$ cat config.mk
export PLATFORM = sky130hd
export DESIGN_NAME = wavegen_timer16
export DESIGN_NICKNAME = d
export VERILOG_FILES = /design/src/rtl/wgt_pkg.sv /design/src/rtl/wgt_top_select.sv /design/src/rtl/wgt_counter.sv /design/src/rtl/wgt_channel.sv /design/src/rtl/wavegen_timer16.sv
export SDC_FILE = /design/constraint.sdc
export NUM_CORES = 1
export LEC_CHECK = 0
export ABC_AREA = 1
export BUFFER_PORTS_ARGS = -buffer_cell sky130_fd_sc_hd__buf_2
export CORE_UTILIZATION = 30
export DETAILED_ROUTE_END_ITERATION = 7
export HOLD_SLACK_MARGIN = 0.05
export PLACE_DENSITY_LB_ADDON = 0.2
export SLEW_MARGIN = 0
export SYNTH_ARGS = -nofsm -noshare
export SYNTH_HDL_FRONTEND = slang
export SYNTH_SLANG_ARGS = --single-unit
$ cat constraint.sdc
create_clock -name clk -period 3.25 [get_ports clk]
set_clock_uncertainty 0.1 [all_clocks]
set_input_delay 0.4875 -clock clk [delete_from_list [all_inputs] [get_ports clk]]
set_output_delay 0.4875 -clock clk [all_outputs]
set_load 0.1 [all_outputs]
$ cat src/rtl/wgt_pkg.sv
package wgt_pkg;
  localparam int CNT_W     = 16;
  localparam int CNT_BYTES = CNT_W / 8;
  localparam int MODE_W    = 4;
  localparam int NUM_CH    = 2;
  localparam int NUM_FLAGS = NUM_CH + 1;

  typedef logic [CNT_W-1:0] cnt_t;
  localparam cnt_t CNT_MAX = '1;

  typedef enum logic [2:0] {
    FAM_NORMAL,
    FAM_CTC,
    FAM_FAST,
    FAM_PHASE,
    FAM_PFC,
    FAM_RSVD
  } fam_e;

  typedef struct packed {
    cnt_t cnt;
    logic up;
  } cstate_t;

  function automatic fam_e mode_family(input logic [MODE_W-1:0] m);
    case (m)
      4'd0:                          return FAM_NORMAL;
      4'd4, 4'd12:                   return FAM_CTC;
      4'd5, 4'd6, 4'd7, 4'd14, 4'd15: return FAM_FAST;
      4'd8, 4'd9:                    return FAM_PFC;
      4'd13:                         return FAM_RSVD;
      default:                       return FAM_PHASE;
    endcase
  endfunction

  function automatic logic fam_is_pwm(input fam_e f);
    return (f == FAM_FAST) || (f == FAM_PHASE) || (f == FAM_PFC);
  endfunction

  function automatic logic fam_dual(input fam_e f);
    return (f == FAM_PHASE) || (f == FAM_PFC);
  endfunction

  function automatic logic fam_immediate(input fam_e f);
    return (f == FAM_NORMAL) || (f == FAM_CTC);
  endfunction

  // Fixed-resolution TOP: low two mode bits give 8, 9 or 10 bits.
  function automatic cnt_t fixed_top(input logic [1:0] res);
    case (res)
      2'd1:    return cnt_t'(16'h00FF);
      2'd2:    return cnt_t'(16'h01FF);
      default: return cnt_t'(16'h03FF);
    endcase
  endfunction

  function automatic cnt_t mode_top(input logic [MODE_W-1:0] m, input cnt_t cmp_a,
                                    input cnt_t per);
    if (m == 4'd0 || m == 4'd13) return CNT_MAX;
    if (m == 4'd4) return cmp_a;
    if (!m[3]) return fixed_top(m[1:0]);
    return m[0] ? cmp_a : per;
  endfunction

  function automatic cstate_t count_step(input fam_e f, input cstate_t s, input cnt_t top);
    cstate_t n;
    n = s;
    case (f)
      FAM_NORMAL: begin
        n.cnt = s.cnt + cnt_t'(1);
        n.up  = 1'b1;
      end
      FAM_CTC, FAM_FAST: begin
        n.cnt = (s.cnt == top) ? '0 : s.cnt + cnt_t'(1);
        n.up  = 1'b1;
      end
      FAM_PHASE, FAM_PFC: begin
        if (s.up) begin
          if (s.cnt == top) begin
            if (top != '0) begin
              n.cnt = s.cnt - cnt_t'(1);
              n.up  = 1'b0;
            end
          end else begin
            n.cnt = s.cnt + cnt_t'(1);
          end
        end else if (s.cnt == '0) begin
          n.cnt = cnt_t'(1);
          n.up  = 1'b1;
        end else begin
          n.cnt = s.cnt - cnt_t'(1);
        end
      end
      default: ;
    endcase
    return n;
  endfunction

  function automatic logic ovf_point(input fam_e f, input logic at_top, input logic at_bot,
                                     input logic at_max);
    case (f)
      FAM_NORMAL, FAM_CTC: return at_max;
      FAM_FAST:            return at_top;
      FAM_PHASE, FAM_PFC:  return at_bot;
      default:             return 1'b0;
    endcase
  endfunction

  function automatic logic load_point(input fam_e f, input logic at_top, input logic at_bot);
    case (f)
      FAM_NORMAL, FAM_CTC: return 1'b1;
      FAM_PHASE:           return at_top;
      FAM_FAST, FAM_PFC:   return at_bot;
      default:             return 1'b0;
    endcase
  endfunction

  function automatic logic pin_next(input fam_e f, input logic [1:0] om, input logic p,
                                    input logic hit, input logic frc, input logic wrap,
                                    input logic up);
    logic inv;
    inv = om[0];
    if (f == FAM_RSVD || om == 2'b00) return p;
    if (!fam_is_pwm(f)) begin
      if (!(hit || frc)) return p;
      if (om == 2'b01) return ~p;
      return inv;
    end
    if (om == 2'b01) return p;
    if (f == FAM_FAST) begin
      if (wrap) return ~inv;
      if (hit) return inv;
      return p;
    end
    if (hit) return up ? inv : ~inv;
    return p;
  endfunction

  function automatic logic pin_driven(input fam_e f, input logic [1:0] om);
    return (om != 2'b00) && !(fam_is_pwm(f) && om == 2'b01);
  endfunction
endpackage

$ cat src/rtl/wgt_top_select.sv
module wgt_top_select
  import wgt_pkg::*;
(
  input  logic              clk,
  input  logic              rst_n,
  input  logic              cap_we,
  input  cnt_t              wdata,
  input  logic [MODE_W-1:0] mode,
  input  cnt_t              cmp_a_act,
  output fam_e              fam,
  output cnt_t              top_val
);
  cnt_t per_q;

  always_ff @(posedge clk or negedge rst_n) begin
    if (!rst_n) per_q <= '0;
    else if (cap_we) per_q <= wdata;
  end

  always_comb begin
    fam     = mode_family(mode);
    top_val = mode_top(mode, cmp_a_act, per_q);
  end

  // period register feeds TOP in mode 12
  p_period_top_r3: assert property (@(posedge clk) disable iff (!rst_n)
    (cap_we && mode == 4'd12) ##1 (mode == 4'd12) |-> (top_val == $past(wdata)));
endmodule

$ cat src/rtl/wgt_counter.sv
module wgt_counter
  import wgt_pkg::*;
(
  input  logic                 clk,
  input  logic                 rst_n,
  input  logic                 tick,
  input  logic [CNT_BYTES-1:0] cnt_we,
  input  cnt_t                 wdata,
  input  fam_e                 fam,
  input  cnt_t                 top_val,
  output cnt_t                 cnt_q,
  output logic                 up_q,
  output logic                 adv,
  output logic                 at_top,
  output logic                 at_bot,
  output logic                 ovf_evt
);
  cnt_t    merged;
  cstate_t cur, nxt;
  logic    at_max;

  for (genvar b = 0; b < CNT_BYTES; b++) begin : g_byte
    assign merged[b*8 +: 8] = cnt_we[b] ? wdata[b*8 +: 8] : cnt_q[b*8 +: 8];
  end

  always_comb begin
    adv     = tick && (cnt_we == '0) && (fam != FAM_RSVD);
    at_top  = adv && (cnt_q == top_val);
    at_bot  = adv && (cnt_q == '0);
    at_max  = adv && (cnt_q == CNT_MAX);
    ovf_evt = ovf_point(fam, at_top, at_bot, at_max);
    cur     = '{cnt: cnt_q, up: up_q};
    nxt     = count_step(fam, cur, top_val);
  end

  always_ff @(posedge clk or negedge rst_n) begin
    if (!rst_n) begin
      cnt_q <= '0;
      up_q  <= 1'b1;
    end else if (cnt_we != '0) begin
      cnt_q <= merged;
    end else if (adv) begin
      cnt_q <= nxt.cnt;
      up_q  <= nxt.up;
    end
  end

  p_hold_no_tick_r1: assert property (@(posedge clk) disable iff (!rst_n)
    (!tick && cnt_we == '0) |=> $stable(cnt_q));
  p_single_slope_wrap_r5: assert property (@(posedge clk) disable iff (!rst_n)
    (adv && (fam == FAM_CTC || fam == FAM_FAST) && cnt_q == top_val) |=> (cnt_q == '0));
  p_dual_turn_r6: assert property (@(posedge clk) disable iff (!rst_n)
    (adv && fam_dual(fam) && up_q && cnt_q == top_val && top_val != '0) |=> !up_q);
  p_reserved_hold_r13: assert property (@(posedge clk) disable iff (!rst_n)
    (fam == FAM_RSVD && cnt_we == '0) |=> $stable(cnt_q));
  p_write_wins_r2: assert property (@(posedge clk) disable iff (!rst_n)
    (cnt_we == '1) |=> (cnt_q == $past(wdata)));
endmodule

$ cat src/rtl/wgt_channel.sv
module wgt_channel
  import wgt_pkg::*;
(
  input  logic       clk,
  input  logic       rst_n,
  input  fam_e       fam,
  input  logic       adv,
  input  logic       at_top,
  input  logic       at_bot,
  input  logic       up,
  input  cnt_t       cnt,
  input  logic       cmp_we,
  input  cnt_t       wdata,
  input  logic [1:0] out_mode,
  input  logic       force_cmp,
  input  logic       flag_clr,
  output cnt_t       cmp_act,
  output logic       hit,
  output logic       pin_q,
  output logic       oe,
  output logic       flag_q
);
  cnt_t buf_q;
  cnt_t act_src;
  logic load_now;
  logic pin_d;

  always_comb begin
    hit      = adv && (cnt == cmp_act);
    load_now = load_point(fam, at_top, at_bot);
    act_src  = (fam_immediate(fam) && cmp_we) ? wdata : buf_q;
    pin_d    = pin_next(fam, out_mode, pin_q, hit, force_cmp, at_top, up);
    oe       = pin_driven(fam, out_mode);
  end

  always_ff @(posedge clk or negedge rst_n) begin
    if (!rst_n) begin
      buf_q   <= '0;
      cmp_act <= '0;
      pin_q   <= 1'b0;
      flag_q  <= 1'b0;
    end else begin
      if (cmp_we) buf_q <= wdata;
      if (load_now) cmp_act <= act_src;
      pin_q  <= pin_d;
      flag_q <= (flag_q && !flag_clr) || hit;
    end
  end

  // force never raises the flag; R8: only a match does
  p_flag_from_match_r8: assert property (@(posedge clk) disable iff (!rst_n)
    $rose(flag_q) |-> $past(hit));
  p_disconnected_hold_r9: assert property (@(posedge clk) disable iff (!rst_n)
    (out_mode == 2'b00) |=> $stable(pin_q));
  p_pwm_quiet_r10: assert property (@(posedge clk) disable iff (!rst_n)
    (fam_is_pwm(fam) && !hit && !at_top) |=> $stable(pin_q));
  p_clear_wins_r12: assert property (@(posedge clk) disable iff (!rst_n)
    (flag_clr && !hit) |=> !flag_q);
endmodule

$ cat src/rtl/wavegen_timer16.sv
module wavegen_timer16
  import wgt_pkg::*;
(
  input  logic                 clk,
  input  logic                 rst_n,
  input  logic                 tick,
  input  logic [CNT_BYTES-1:0] cnt_we,
  input  logic [CNT_W-1:0]     reg_wdata,
  input  logic                 cmp_a_we,
  input  logic                 cmp_b_we,
  input  logic                 cap_we,
  input  logic [MODE_W-1:0]    mode,
  input  logic [1:0]           out_mode_a,
  input  logic [1:0]           out_mode_b,
  input  logic                 force_a,
  input  logic                 force_b,
  input  logic [NUM_FLAGS-1:0] flag_clr,
  output logic [CNT_W-1:0]     cnt_q,
  output logic                 wave_a,
  output logic                 wave_b,
  output logic                 wave_oe_a,
  output logic                 wave_oe_b,
  output logic                 ovf_flag,
  output logic                 match_flag_a,
  output logic                 match_flag_b
);
  fam_e fam;
  cnt_t top_val;
  logic up_q, adv, at_top, at_bot, ovf_evt;

  logic [NUM_CH-1:0] ch_we, ch_frc, ch_hit, ch_pin, ch_oe, ch_flag, ch_clr;
  logic [1:0]        ch_om [NUM_CH];
  cnt_t              ch_act [NUM_CH];

  assign ch_we    = {cmp_b_we, cmp_a_we};
  assign ch_frc   = {force_b, force_a};
  assign ch_clr   = flag_clr[NUM_FLAGS-1:1];
  assign ch_om[0] = out_mode_a;
  assign ch_om[1] = out_mode_b;

  wgt_top_select u_sel (
    .clk(clk), .rst_n(rst_n), .cap_we(cap_we), .wdata(reg_wdata), .mode(mode),
    .cmp_a_act(ch_act[0]), .fam(fam), .top_val(top_val)
  );

  wgt_counter u_cnt (
    .clk(clk), .rst_n(rst_n), .tick(tick), .cnt_we(cnt_we), .wdata(reg_wdata),
    .fam(fam), .top_val(top_val), .cnt_q(cnt_q), .up_q(up_q), .adv(adv),
    .at_top(at_top), .at_bot(at_bot), .ovf_evt(ovf_evt)
  );

  for (genvar c = 0; c < NUM_CH; c++) begin : g_ch
    wgt_channel u_ch (
      .clk(clk), .rst_n(rst_n), .fam(fam), .adv(adv), .at_top(at_top), .at_bot(at_bot),
      .up(up_q), .cnt(cnt_q), .cmp_we(ch_we[c]), .wdata(reg_wdata), .out_mode(ch_om[c]),
      .force_cmp(ch_frc[c]), .flag_clr(ch_clr[c]), .cmp_act(ch_act[c]), .hit(ch_hit[c]),
      .pin_q(ch_pin[c]), .oe(ch_oe[c]), .flag_q(ch_flag[c])
    );

    p_match_sets_flag_r8: assert property (@(posedge clk) disable iff (!rst_n)
      ch_hit[c] |=> ch_flag[c]);
    p_immediate_cmp_r7: assert property (@(posedge clk) disable iff (!rst_n)
      (fam_immediate(fam) && ch_we[c]) |=> (ch_act[c] == $past(reg_wdata)));
  end

  always_ff @(posedge clk or negedge rst_n) begin
    if (!rst_n) ovf_flag <= 1'b0;
    else        ovf_flag <= (ovf_flag && !flag_clr[0]) || ovf_evt;
  end

  assign wave_a       = ch_pin[0];
  assign wave_b       = ch_pin[1];
  assign wave_oe_a    = ch_oe[0];
  assign wave_oe_b    = ch_oe[1];
  assign match_flag_a = ch_flag[0];
  assign match_flag_b = ch_flag[1];

  p_ovf_source_r4: assert property (@(posedge clk) disable iff (!rst_n)
    $rose(ovf_flag) |-> $past(ovf_evt));
  p_ovf_clear_r12: assert property (@(posedge clk) disable iff (!rst_n)
    (flag_clr[0] && !ovf_evt) |=> !ovf_flag);
  p_set_beats_clear_r12: assert property (@(posedge clk) disable iff (!rst_n)
    (flag_clr[0] && ovf_evt) |=> ovf_flag);
endmodule

==> results of run 1 <==
[cells in the final DEF (no fill, tap or decap), drive strengths merged]
cell type | netlist | final
ha | 5 | 5
dfstp | 1 | 1
o221ai | 1 | 1
xor2 | 41 | 41
dfrtp | 101 | 101
nor4 | 6 | 6
a31oi | 4 | 4
nor3 | 9 | 9
clkbuf | 29 | 10
and2 | 1 | 1
inv | 118 | 121
nand3 | 101 | 101
or2 | 1 | 1
o21a | 1 | 1
nand3b | 1 | 1
a21oi | 103 | 103
nand2 | 359 | 359
o21ai | 45 | 45
a22oi | 1 | 1
xnor2 | 10 | 10
nand4 | 37 | 37
nor2 | 200 | 200
o211ai | 1 | 1
buf | 31 | 113
clkinv | 1 | 4
o22ai | 1 | 1
[metal layers]
metal	track usage, %	routed length (um)	up-vias
li1	-	-	3975
met2	32.9	11700	200
met1	28.2	12500	3641
met5	0	0	-
met4	5.32	416	0
met3	2.77	1190	25
[synth_stat cells (5+ instances only)]
master    instances  area share (%)
nand2_1         353              17
nor2_1          197             9.7
inv_1           117             5.8
a21oi_1         103             6.8
dfrtp_1         101              33
nand3_1          90             5.9
o21ai_0          45             3.0
xor2_1           41             4.7
nand4_1          37             3.0
clkbuf_1         29             1.4
buf_2            19             1.2
nand3_2          11             1.4
xnor2_1          10             1.1
nor3_1            9            0.59
nor4_1            6            0.49
buf_1             5            0.25
ha_1              5            0.82
nand2_2           5            0.41
[state kept, by name (all words and copies together) (netlist names)]
signal	count
g_ch.u_ch.buf_q	32
g_ch.u_ch.cmp_act	32
g_ch.u_ch.flag_q	2
g_ch.u_ch.pin_q	2
ovf_flag	1
u_cnt.cnt_q	16
u_cnt.up_q	1
u_sel.per_q	16
[path summary, 6_finish.rpt]
kind / from / endpoint / slack, ps / cells after the start
worst max-delay path: mode[1] / u_cnt.cnt_q[2]$_DFFE_PN0P_ / 340 / 21
worst min-delay path: rst_n / g_ch[1].u_ch.buf_q[4]$_DFFE_PN0P_ / 40 / 1
worst max register to register: u_cnt.cnt_q[1]$_DFFE_PN0P_ / u_cnt.cnt_q[5]$_DFFE_PN0P_ / 560 / 14
worst min register to register: g_ch[0].u_ch.buf_q[11]$_DFFE_PN0P_ / g_ch[0].u_ch.buf_q[11]$_DFFE_PN0P_ / 430 / 2
max in group asynchronous: rst_n / u_cnt.up_q$_DFFE_PN1P_ / 2190 / 2
min in group clk: flag_clr[2] / g_ch[1].u_ch.flag_q$_DFF_PN0_ / 200 / 2
[report_power, final]
part | internal (mW) | leakage, nW | switching (mW)
clock network | 0.563 | 0.148 | 0.579
logic | 0.536 | 3.15 | 1.22
registers | 1.45 | 1.17 | 0.196
total | 2.55 | 4.48 | 2.00
[through the flow]
stage	hold WS (ps)	instances	power, mW	worst slack, ps	utilization [%]
detailed placement	414	1586	3.42	13.9	34.7
finish	43.9	1602	4.54	338	35.9
floorplan	91.9	1209	2.90	147	-
global placement	401	1586	3.41	43.5	34.7
CTS	67.6	1602	4.57	408	35.9
global route	98.3	1602	4.84	64.3	35.9
[area by class of cell]
cell class / count / area [um^2]
fill: 2726 / 15800
timing repair buffer: 113 / 783
sequential: 102 / 2550
multi-input combinational: 928 / 4340
clock inverter: 6 / 62.6
clock buffer: 10 / 239
tap: 324 / 405
inverter: 119 / 447
[logic make-up after synthesis]
kind of cell    Yosys count  share of synthesized area, %
simple gates            715                          39.6
buf+inv                 179                          9.62
compound gates          157                          10.5
flops                   102                          33.5
xor+xnor                 51                          5.86
fa+ha+maj                 5                         0.821
==> metrics.md, run 1 <==
| Metric | Value |
|---|---|
| Status | finished, final reports clean |
| Area Growth Syn to Fin | 15.9% |
| Measured slew at the worst slew-check pin | about 660 ps |
| Synth Area per Inst | approximately 6.3 um^2 |
| Post-CTS sizing | 0 |
| Pin count of the biggest net entering global routing | 60 |
| Via count | a little under 8,000 |
| Die X | between 150 and 200 um |
| GRT overflow | 0 |
| Ys flop type | dfrtp_1 |
| Routed wire length | around 26 mm |
| VDD IR max | approximately 0.26 mV |
| Site Rows | 57 |
| Cell Chain, Critical Path | buf_2 > inv_1 > ha_1 > nand3_1 > buf_4 > nand2_1 > nor2_1 > nand3_2 > nand2_1 > nand2_1 > nor2_1 > nand2_1 > nor2_1 > buf_4 > nand3_1 > nand2_1 > nand2_1 > nand2_1 > nand3_1 > nand2_1 > nand2_1 |
| Worst Path Arrival | 3070 ps |
| Netlist cell types | 34 |
| Final ANT Viol Nets | 0 |
| Yosys warns | 0 |
| RSZ-0062 raised after global routing | no |
| Bufs and invs on worst path | 4 |
| Ant. Diodes | 0 |
| Crit-path max cell delay | between 300 and 400 ps |
| H-tree levels | 3 |
| Vias in the first global route | 7,338 |
| Max-capacitance violation count | 0 |
| Reg clk slew, reported paths | around 80 ps |
| CP endpoint kind | flip-flop |
| FMAX | 343 MHz |
| DR iter-0 viols | slightly above 600 |
| Port Buf Inserts | 59 |
| Total GRT Usage | 20.3% |
| Register area share after synthesis | 33.5% |
| Wire per inst | ~16 um |
| Async SR Flop Fraction | 100% |
| Die H | around 160 um |
| DP HPWL | ~20 mm |
| Hold buffers post-CTS | 0 |
| Post-synthesis cell area | between 0.007 and 0.008 mm^2 |
| Starting Density | between 30% and 40% |
| Clock latency on the worst-skew pair | roughly 370 ps |
| Endpoints failing hold | 0 |
| Synthesized flop and latch total | just over 100 |
| Number of flops mapped to enable cells by yosys | 0 |
| Total negative slack | 0 ps |
| Mapped Cells | between 1,000 and 1,500 |
| Power density cells | 514 mW/mm^2 |
| Worst hold path class | input pin to async pin |
| Core Footprint | between 0.02 and 0.025 mm^2 |
| Initial antenna violation count | 0 |
| Setup bufs post-CTS | 0 |
| First-pass GRT wire length | between 40 and 50 mm |
| Crit path top cell by count | nand2_1 |
| CP Launch Type | input pin |
| Fin crit period | 2910 ps |
| Final Cell Area | a little under 0.009 mm^2 |
| Syn_nets | ~1,300 |
| Gp weighted congestion | around 1.0 |
| CTS Root Cell | clkbuf_16 |
| Critical setup path kind | input pin to flip-flop |
| Fin crit share | between 80% and 90% |
| CTS sink cnt | between 100 and 150 |
| Pins Over Slew Limit | 0 |
| Boundary Pins | 60 |
| Lkg Pwr | 4.48 nW |
| Area after DPL | roughly 0.0085 mm^2 |
| Drt first pass iters | 5 |
| TritonCTS Buffers | 9 |
| CTS tree | yes |
| Relative slew slack | between 50% and 60% |
| Worst Path Max Fanout | 8 |
| Worst endpoint required time | 3410 ps |
| Crit-path slowest cell | nor2_1 |
| Layout cell share with drive strength beyond 1 | 12.1% |
| Layout Nets | about 1,300 |
| Clock tree buffer depth | 2 |
| Number of vias per cell | 4.89 |
| Die area | 0.0260 mm^2 |
| CP delay by family, top | simple AND/OR/NAND/NOR gates |
| # DRC | 0 |
| Final setup vio count | 0 |
Power figures use the tool's default switching activity.
==> run 2, diff against run 1 <==
- HOLD_SLACK_MARGIN: 0.05 -> unset
- clock period: 3.25 -> 2.63 ns (I/O delays scaled with it)
==> run 2 against run 1 <==
  * Sequential share of layout area down 3.0 points
  * First-iteration DRC count down 9.2%
  * Critical path depth down 3
  * Register-to-register slack worse by 360 ps
  * Critical endpoint is now g_ch[1].u_ch.cmp_act[6]$_DFFE_PN0P_
  * Largest power group unchanged
  * Highest routed layer unchanged
==> metrics.md, run 2 (synthesis gave the netlist of run 1 again) <==
| Metric | Value |
|---|---|
| Status | finished, final reports clean (unchanged) |
| Via count | 8,192 (was 7,841) |
| Drt first pass iters | 5 (unchanged) |
| Final ANT Viol Nets | 0 (unchanged) |
| Worst endpoint required time | 2810 ps (was 3410 ps) |
| Crit-path max cell delay | 300 ps (was 330 ps) |
| FMAX | slightly below 400 MHz |
| FF-to-FF End | g_ch[1].u_ch.cmp_act[6]$_DFFE_PN0P_ (was u_cnt.cnt_q[5]$_DFFE_PN0P_) |
| Crit path depth | 18 (was 21) |
| Fin cells | 1,673 (was 1,602) |
| Fin util | 40.2% (was 35.9%) |
| Final WS setup | 98.9 ps (was 338 ps) |
| Endpoints failing hold | 0 (unchanged) |
| Cell Chain, Critical Path | buf_4 > inv_4 > ha_4 > nand3_4 > buf_8 > nand2_4 > buf_6 > nand4_1 > nand2_1 > nand3_2 > nor2_2 > nand2_2 > nor2_4 > nand4_1 > nand3_4 > clkbuf_16 > nor2_1 > a21oi_1 (was buf_2 > inv_1 > ha_1 > nand3_1 > buf_4 > nand2_1 > nor2_1 > nand3_2 > nand2_1 > nand2_1 > nor2_1 > nand2_1 > nor2_1 > buf_4 > nand3_1 > nand2_1 > nand2_1 > nand2_1 > nand3_1 > nand2_1 > nand2_1) |
| Critical setup path kind | input pin to flip-flop (unchanged) |
| Layout fillers | 2,668 (was 2,726) |
| Cells after DPL | 1,641 (was 1,586) |
| Clock tree buffer depth | 2 (unchanged) |
| Vias in the first global route | 7,501 (was 7,338) |
| VDD IR max | 0.324 mV (was 0.259 mV) |
| Most frequent cells in the layout | nand2_1 (328), nor2_1 (179), inv_1 (113) (was nand2_1 (353), nor2_1 (196), inv_1 (117)) |
| Area after DPL | 0.00904 mm^2 (was 0.00853 mm^2) |
| Reg clk slew, reported paths | 80 ps (about the same) |
| Site Rows | 57 (unchanged) |
| Largest registers | g_ch.u_ch.buf_q (32), g_ch.u_ch.cmp_act (32) (unchanged) |
| Gp weighted congestion | 0.926 (was 1.00) |
| Die H | 161 um (unchanged) |
| Boundary Pins | 60 (unchanged) |
| Relative slew slack | 59.9% (was 56.2%) |
| Final setup vio count | 0 (unchanged) |
| DR iter-0 viols | 565 (was 622) |
| Wire per inst | 16.8 um (was 16.1 um) |
| Crit-path slowest cell | nand3_4 (was nor2_1) |
| Most common cell after layout, fill and taps aside | nand2_1 (unchanged) |
| Final Cell Area | 0.00990 mm^2 (was 0.00883 mm^2) |
| HP Start | flag_clr[2] |
| Area Growth Syn to Fin | 29.9% (was 15.9%) |
| Routed wire length | 28.1 mm (was 25.8 mm) |
| Total GRT Usage | 21.0% (was 20.3%) |
| Worst Path Arrival | 2710 ps (was 3070 ps) |
| Worst hold path class | input pin to flip-flop (was input pin to async pin) |
| CTS tree | yes (unchanged) |
| Pin count of the biggest net entering global routing | 55 (was 60) |
| Lkg Pwr | 4.89 nW (was 4.48 nW) |
| CP delay by family, top | simple AND/OR/NAND/NOR gates (unchanged) |
| Ant. Diodes | 0 (unchanged) |
| Number of vias per cell | 4.90 (was 4.89) |
| CTS sink cnt | 102 (unchanged) |
| Fin crit share | between 90 and 100% |
| Bufs and invs on worst path | 5 (was 4) |
| Starting Density | 31.0% (unchanged) |
| Initial antenna violation count | 0 (unchanged) |
| Worst Path Max Fanout | 8 (unchanged) |
| Layout cell share with drive strength beyond 1 | 22.0% (was 12.1%) |
| CP endpoint kind | flip-flop (unchanged) |
| GRT overflow | 0 (unchanged) |
| Hold endpoint | g_ch[1].u_ch.flag_q$_DFF_PN0_ |
| Layout Nets | 1,386 (was 1,315) |
| H-tree levels | 3 (unchanged) |
| Hold Path Depth | 2 |
| Measured slew at the worst slew-check pin | 601 ps (was 657 ps) |
| Max-capacitance violation count | 0 (unchanged) |
| CP Launch Type | input pin (unchanged) |
| TritonCTS Buffers | 9 (unchanged) |
| Die area | 0.0260 mm^2 (unchanged) |
| Clock latency on the worst-skew pair | 360 ps (was 370 ps) |
| DP HPWL | 20.8 mm (was 19.6 mm) |
| Fin crit period | between 2000 and 3000 ps |
| Core Footprint | 0.0246 mm^2 (unchanged) |
| Pins Over Slew Limit | 0 (unchanged) |
| Port Buf Inserts | 59 (unchanged) |
| Flop2flop setup slack | 200 ps (was 560 ps) |
| # DRC | 0 (unchanged) |
| Die X | 161 um (unchanged) |
| First-pass GRT wire length | 42.3 mm (was 41.0 mm) |
| R2R depth | 15 (was 14) |
| RSZ-0062 raised after global routing | yes (was no) |
| Power density cells | 590 mW/mm^2 (was 514 mW/mm^2) |
| Place WS | -381 ps (was 13.9 ps) |
| CTS Root Cell | clkbuf_16 (unchanged) |
| RR Startpoint | g_ch[0].u_ch.cmp_act[5]$_DFFE_PN0P_ (was u_cnt.cnt_q[1]$_DFFE_PN0P_) |
-- run 2: cell types whose count changed in the layout (fill, tap and decap cells not counted), sizes merged --
cell,delta
clkinvlp,+3
buf,+63
nand2,+3
clkbuf,+5
dlygate4sd3,+1
inv,-3
clkinv,-1
-- run 2: where the power goes --
| group | switching, mW | leakage, nW | internal, mW |
|---|---|---|---|
| clock network | 0.646 | 0.134 | 0.680 |
| logic | 1.64 | 3.59 | 0.830 |
| registers | 0.247 | 1.16 | 1.79 |
| total | 2.54 | 4.89 | 3.30 |
-- run 2: layout make-up --
| cell class | count | area [um^2] | share of cell area, % |
|---|---|---|---|
| Clock buffer | 11 | 243 | 2.45 |
| Clock inverter | 5 | 43.8 | 0.442 |
| Inverter | 119 | 453 | 4.57 |
| Multi-Input combinational cell | 931 | 4730 | 47.8 |
| Sequential cell | 102 | 2570 | 25.9 |
| Tap cell | 324 | 405 | 4.09 |
| Timing Repair Buffer | 181 | 1460 | 14.7 |
-- run 2: worst register-to-register path, delay by kind of cell (launching register included) --
family	cells	cell delay [ps]
AO/OA/AOI/OAI	1	110
flip-flops	1	520
AND/OR/NAND/NOR	13	1390
buffers and inverters	1	230
-- run 2: worst max path at each step --
| stage | from | to | slack, ps |
|---|---|---|---|
| 2_1_floorplan | u_cnt.cnt_q[2]$_DFFE_PN0P_ | u_cnt.cnt_q[13]$_DFFE_PN0P_ | 2 |
| 5_1_grt | mode[2] | g_ch[0].u_ch.cmp_act[5]$_DFFE_PN0P_ | -30 |
| 3_5_place_dp | mode[0] | u_cnt.cnt_q[11]$_DFFE_PN0P_ | -380 |
| 4_1_cts | mode[1] | u_cnt.cnt_q[11]$_DFFE_PN0P_ | 5 |
| 3_3_place_gp | mode[0] | u_cnt.cnt_q[11]$_DFFE_PN0P_ | -420 |
| 6_report | mode[1] | g_ch[1].u_ch.cmp_act[6]$_DFFE_PN0P_ | 100 |
-- run 2: timing repair --
item / CTS / global route
setup buffers: 0 / 6
setup endpoints to repair: 3 / 52
resized for setup: 1 / 97
hold endpoints to repair: 27 / 0
hold buffers: 1 / 0
pin swaps: 0 / 23
gates cloned: 0 / 9
-- run 2: routing by layer --
layer  vias to the layer above  GRT usage [%]  share of wire, %
li1                       4135              -                 -
met1                      3826           29.4                46
met2                       200           33.9                48
met3                        31           2.31               3.8
met4                         0           6.00               2.2
met5                         -              0                 0
-- run 2: through the flow --
step	hold slack, ps	TNS [ps]	power (mW)
2_1_floorplan	-1.09	0	3.60
3_3_place_gp	258	-13880	4.36
3_5_place_dp	262	-13760	4.37
4_1_cts	95.0	0	5.73
5_1_grt	104	-414	6.21
6_report	103	0	5.84
